--- src/rtl/alert_resp_target.sv ---
module alert_resp_target #(
  parameter int NFAULT = 8,
  parameter int AW = 7,
  parameter logic [AW-1:0] RESP_ADDR = 7'b0001100
) (
  input  logic              clk,
  input  logic              rst_n,
  input  logic [NFAULT-1:0] fault,
  input  logic [NFAULT-1:0] mask,
  input  logic [AW-1:0]     dev_addr,
  input  logic              scl,
  input  logic              sda,
  output logic              sda_pull,
  output logic              alert_pull
);
  localparam int BITS = AW + 1;
  localparam int CW = $clog2(BITS + 1);

  typedef enum logic [2:0] {S_IDLE, S_ADDR, S_ACK, S_SEND, S_DONE} st_t;

  st_t          st;
  logic         scl_q, sda_q, masked_q, pending, lost;
  logic [AW:0]  shreg, txsh;
  logic [CW-1:0] cnt;

  wire masked   = |(fault & mask);
  wire scl_rise = scl & ~scl_q;
  wire scl_fall = ~scl & scl_q;
  wire start    = scl & scl_q & sda_q & ~sda;
  wire stop     = scl & scl_q & ~sda_q & sda;
  wire tx_bit   = txsh[AW];
  wire lose_now = tx_bit & ~sda;

  wire served  = (st == S_SEND) && scl_rise && (cnt == CW'(BITS - 1)) && !lost && !lose_now;
  wire own_hit = (st == S_ADDR) && scl_fall && (cnt == CW'(BITS)) && (shreg[AW:1] == dev_addr);
  wire ara_hit = (shreg == {RESP_ADDR, 1'b1}) && pending;

  assign alert_pull = pending;
  assign sda_pull   = (st == S_ACK) || ((st == S_SEND) && !lost && !tx_bit);

  always_ff @(posedge clk or negedge rst_n) begin
    if (!rst_n) begin
      st       <= S_IDLE;
      scl_q    <= 1'b1;
      sda_q    <= 1'b1;
      masked_q <= 1'b0;
      pending  <= 1'b0;
      lost     <= 1'b0;
      shreg    <= '0;
      txsh     <= '1;
      cnt      <= '0;
    end else begin
      scl_q    <= scl;
      sda_q    <= sda;
      masked_q <= masked;
      pending  <= masked & (pending | ~masked_q) & ~served & ~own_hit;
      if (start) begin
        st  <= S_ADDR;
        cnt <= '0;
      end else if (stop) begin
        st <= S_IDLE;
      end else begin
        case (st)
          S_ADDR: begin
            if (scl_rise && cnt < CW'(BITS)) begin
              shreg <= {shreg[AW-1:0], sda};
              cnt   <= cnt + 1'b1;
            end else if (scl_fall && cnt == CW'(BITS)) begin
              st <= ara_hit ? S_ACK : S_DONE;
            end
          end
          S_ACK: begin
            if (scl_fall) begin
              st   <= S_SEND;
              cnt  <= '0;
              lost <= 1'b0;
              txsh <= {dev_addr, 1'b1};
            end
          end
          S_SEND: begin
            if (scl_rise) begin
              cnt <= cnt + 1'b1;
              if (lose_now) lost <= 1'b1;
            end else if (scl_fall) begin
              if (cnt == CW'(BITS)) st <= S_DONE;
              else txsh <= {txsh[AW-1:0], 1'b1};
            end
          end
          default: ;
        endcase
      end
    end
  end
endmodule


--- config.mk ---
export PLATFORM = sky130hd
export DESIGN_NAME = alert_resp_target
export DESIGN_NICKNAME = d
export VERILOG_FILES = /design/src/rtl/alert_resp_target.sv
export SDC_FILE = /design/constraint.sdc
export NUM_CORES = 1
export LEC_CHECK = 0
export ABC_AREA = 1
export BUFFER_PORTS_ARGS = -buffer_cell sky130_fd_sc_hd__buf_2
export CORE_ASPECT_RATIO = 1.1
export CORE_MARGIN = 2
export CORE_UTILIZATION = 25
export CTS_CLUSTER_DIAMETER = 60
export DETAILED_ROUTE_END_ITERATION = 6
export PLACE_DENSITY = 0.49
export SLEW_MARGIN = 10
export SYNTH_ARGS = -nofsm -noshare
export SYNTH_HDL_FRONTEND = slang
export SYNTH_SLANG_ARGS = --single-unit
--- constraint.sdc ---
create_clock -name clk -period 1.85 [get_ports clk]
set_clock_uncertainty 0.05 [all_clocks]
set_input_delay 0.0925 -clock clk [delete_from_list [all_inputs] [get_ports clk]]
set_output_delay 0.0925 -clock clk [all_outputs]
set_load 0.02 [all_outputs]
==> flow_summary.ini <==
[outcome]
status = completed

[power_and_ir_drop]
combinationalPowerShare = 0.262
leakage_nw = 0.9566
p_sw_mw = 0.5428
clock_power_share = 0.230
ir_drop_mv = 0.3179
power.share.switching = 0.3428
internal_power_mw = 1.041
power_density_mw_per_mm2 = 818.6
p_seq_frac = 0.507

[synth]
async_flop_share = 1.000
synth_top_area_share = 0.2776
synthCells = 226
synthTopCellsByCount = nand2_1 (94), nand3_1 (20), nor2_1 (20), dfrtp_1 (18), inv_1 (18)
avgSynthCellArea_um2 = 7.181
synth_ff_type = dfrtp_1
synth.distinct_cells = 25
netlist_top_cells_area = dfrtp_1 (28%), nand2_1 (22%), dfstp_2 (15%)
synthesis.nets = 255
synth_seq_cells = 27
synth.yosys.seq_area_share = 0.4233
synth_edf_count = 0
syn-cell-area_mm2 = 0.001623
synth_most_common_cell = nand2_1
synth_warnings = 0
synth_top_cell_by_area = dfrtp_1

[cts]
htree_levels = 1
clock_path_buffers = 2
cts-root-buf = clkbuf_8
clk_latency_ns = 0.28
clk_pin_slew_worst_paths_ns = 0.11
cts_tree = built
clkSinkCount = 27
numCtsBuffers = 3

[floorplanning]
fp-row-count = 30
die_w_um = 80.82
pin_count = 29
die_h_um = 88.50
dieArea_mm2 = 0.007153
core_mm2 = 0.006231
start_util = 0.2604

[sta]
finalHoldViolCount = 0
max_freq_ghz = 0.5894
slew_headroom = 0.5966
setup_viol = 0
fin_crit_ns = 1.697
final.setup.tns_ns = 0
finalWorstSetupSlack_ns = 0.1534
worstMarginPinSlew_ns = 0.6050
period_share = 0.9171
drv_slew = 0
rsz0062_at_grt = false

[placement]
dp_cells = 333
io_buffers = 28
hpwl_mm = 2.858
place_congestion = 0.8190
preCtsSetupSlack_ns = 0.2362
dpl_cell_area_mm2 = 0.001852

[route]
drc = 0
vias_per_cell = 4.332
drt_pass1_iterations = 4
routed_wl_mm = 3.621
ant_nets = 0
wl_per_cell_um = 10.65
vias = 1473
dr.first_iter.drc_count = 75

[setup_path]
reg2regPathDepth = 7
r2r_start = scl_q$_DFF_PN1_
endpoint_kind = primary output
reg2reg_slack_ns = 0.23
worst_ep_arrival_time_ns = 1.55
crit_buf_inv = 3
required_ns = 1.71
cpMostUsedCell = inv_1
critPathMaxStageDelay_ns = 0.41
r2r_end = lost$_DFFE_PN0P_
crit_path_start_kind = flop
path_max_fanout = 5
critical_path_class = flop to primary output
crit_chain = inv_1 > nand2_1 > nor2_2 > inv_1 > o31ai_1 > buf_2
crit_path_top_delay_cell = dfrtp_1
critPathTopFamily = buffers and inverters

[finish]
nFillCells = 712
design_area_mm2 = 0.001934
final_nets = 290
diodes = 0
syn_to_final_growth_pct = 19.20
layoutNonFillerInstCount = 340
drive_gt1_frac = 0.2192

[run]
drv_cap = 0

[global_routing]
grt_usage = 0.1115
grt_pass1_wl_mm = 6.403
grt-ovfl-total = 0
grt_start_max_net_pins = 28
grt_pass1_vias = 1400
antenna_found_initial = 0

[worst_hold_path]
hp-class = primary input to flop
whs_path_depth = 3
worstHoldEndpoint = txsh[1]$_DFFE_PN1P_
worstHoldStart = dev_addr[0]
-- layout by cell type (no fill, tap or decap), drive strengths merged --
cell and count:
a21oi 3, buf 29, clkbuf 3, dfrtp 18, dfstp 9, dlygate4sd3 3
ha 2, inv 22, nand2 98, nand3 20, nand4 5, nor2 24
nor3 2, o211ai 1, o21ai 10, o31ai 1, or2 2, xnor2 5
xor2 3
-- worst min-delay path: cells and delay by family --
family	cells	cell delay [ns]
buf+inv	1	0.11
simple gates	1	0.09
compound gates	1	0.07
-- per-layer routing --
| layer | vias up | track usage | wire [um] |
|---|---|---|---|
| met2 | 29 | 0.1901 | 1708 |
| met4 | 0 | 0.03236 | 40 |
| li1 | 780 | - | - |
| met5 | - | 0 | 0 |
| met3 | 4 | 0.009184 | 95 |
| met1 | 660 | 0.1513 | 1777 |
-- logic make-up (layout without fill, tap and decap cells) --
logic type,after synthesis,after routing,share of synthesized area
simple gates,151,151,0.4086
buf+inv,23,57,0.06014
xor+xnor,8,8,0.04318
fa+ha+maj,2,2,0.01542
flops,27,27,0.4233
compound gates,15,15,0.04934
-- sequential cells by signal, summed over array words and instances (netlist names) --
| name | cells |
|---|---|
| alert_pull | 1 |
| cnt | 4 |
| lost | 1 |
| masked_q | 1 |
| scl_q | 1 |
| sda_q | 1 |
| shreg | 8 |
| st | 3 |
| txsh | 7 |
-- worst max path at each step --
stage	to	cells past startpoint	from
3_3_place_gp	lost$_DFFE_PN0P_	7	scl_q$_DFF_PN1_
5_1_grt	sda_pull	6	st[2]$_DFFE_PN0P_
2_1_floorplan	lost$_DFFE_PN0P_	7	scl_q$_DFF_PN1_
4_1_cts	sda_pull	6	st[2]$_DFFE_PN0P_
6_report	sda_pull	6	st[2]$_DFFE_PN0P_
3_5_place_dp	lost$_DFFE_PN0P_	7	scl_q$_DFF_PN1_
-- per-stage QoR --
stage | hold slack, ns | power (mW) | util
3_5_place_dp | 0.1006 | 1.229 | 0.2972
2_1_floorplan | -0.2531 | 1.103 | -
3_3_place_gp | 0.09650 | 1.229 | 0.2972
5_1_grt | 0.06791 | 1.728 | 0.3104
6_report | 0.03100 | 1.583 | 0.3104
4_1_cts | 0.02636 | 1.606 | 0.3100
-- power groups by stage --
stage | Sequential [mW] | Clock [mW] | Combinational, mW
floorplan | 0.794 | 0 | 0.309
global placement | 0.812 | 0 | 0.417
detailed placement | 0.814 | 0 | 0.416
CTS | 0.804 | 0.379 | 0.422
global route | 0.821 | 0.402 | 0.505
finish | 0.803 | 0.365 | 0.415
-- final cells by class --
| class | instances | area [um2] | area share |
|---|---|---|---|
| clock inverters | 1 | 8.758 | 0.004528 |
| multi-input cells | 176 | 840.8 | 0.4347 |
| flip-flops and latches | 27 | 686.9 | 0.3551 |
| inverters | 21 | 78.83 | 0.04075 |
| clock buffers | 3 | 41.29 | 0.02135 |
| well taps | 80 | 100.1 | 0.05175 |
| repair buffers | 32 | 177.7 | 0.09185 |
-- timing repair --
item | in CTS | in global routing
hold buffers | 3 | 0
gates resized for setup | 0 | 1
endpoints found under the setup margin | 0 | 1
hold endpoints to repair | 20 | 0
setup buffers | 0 | 0
Note: power is estimated with default switching activity, not from simulation.
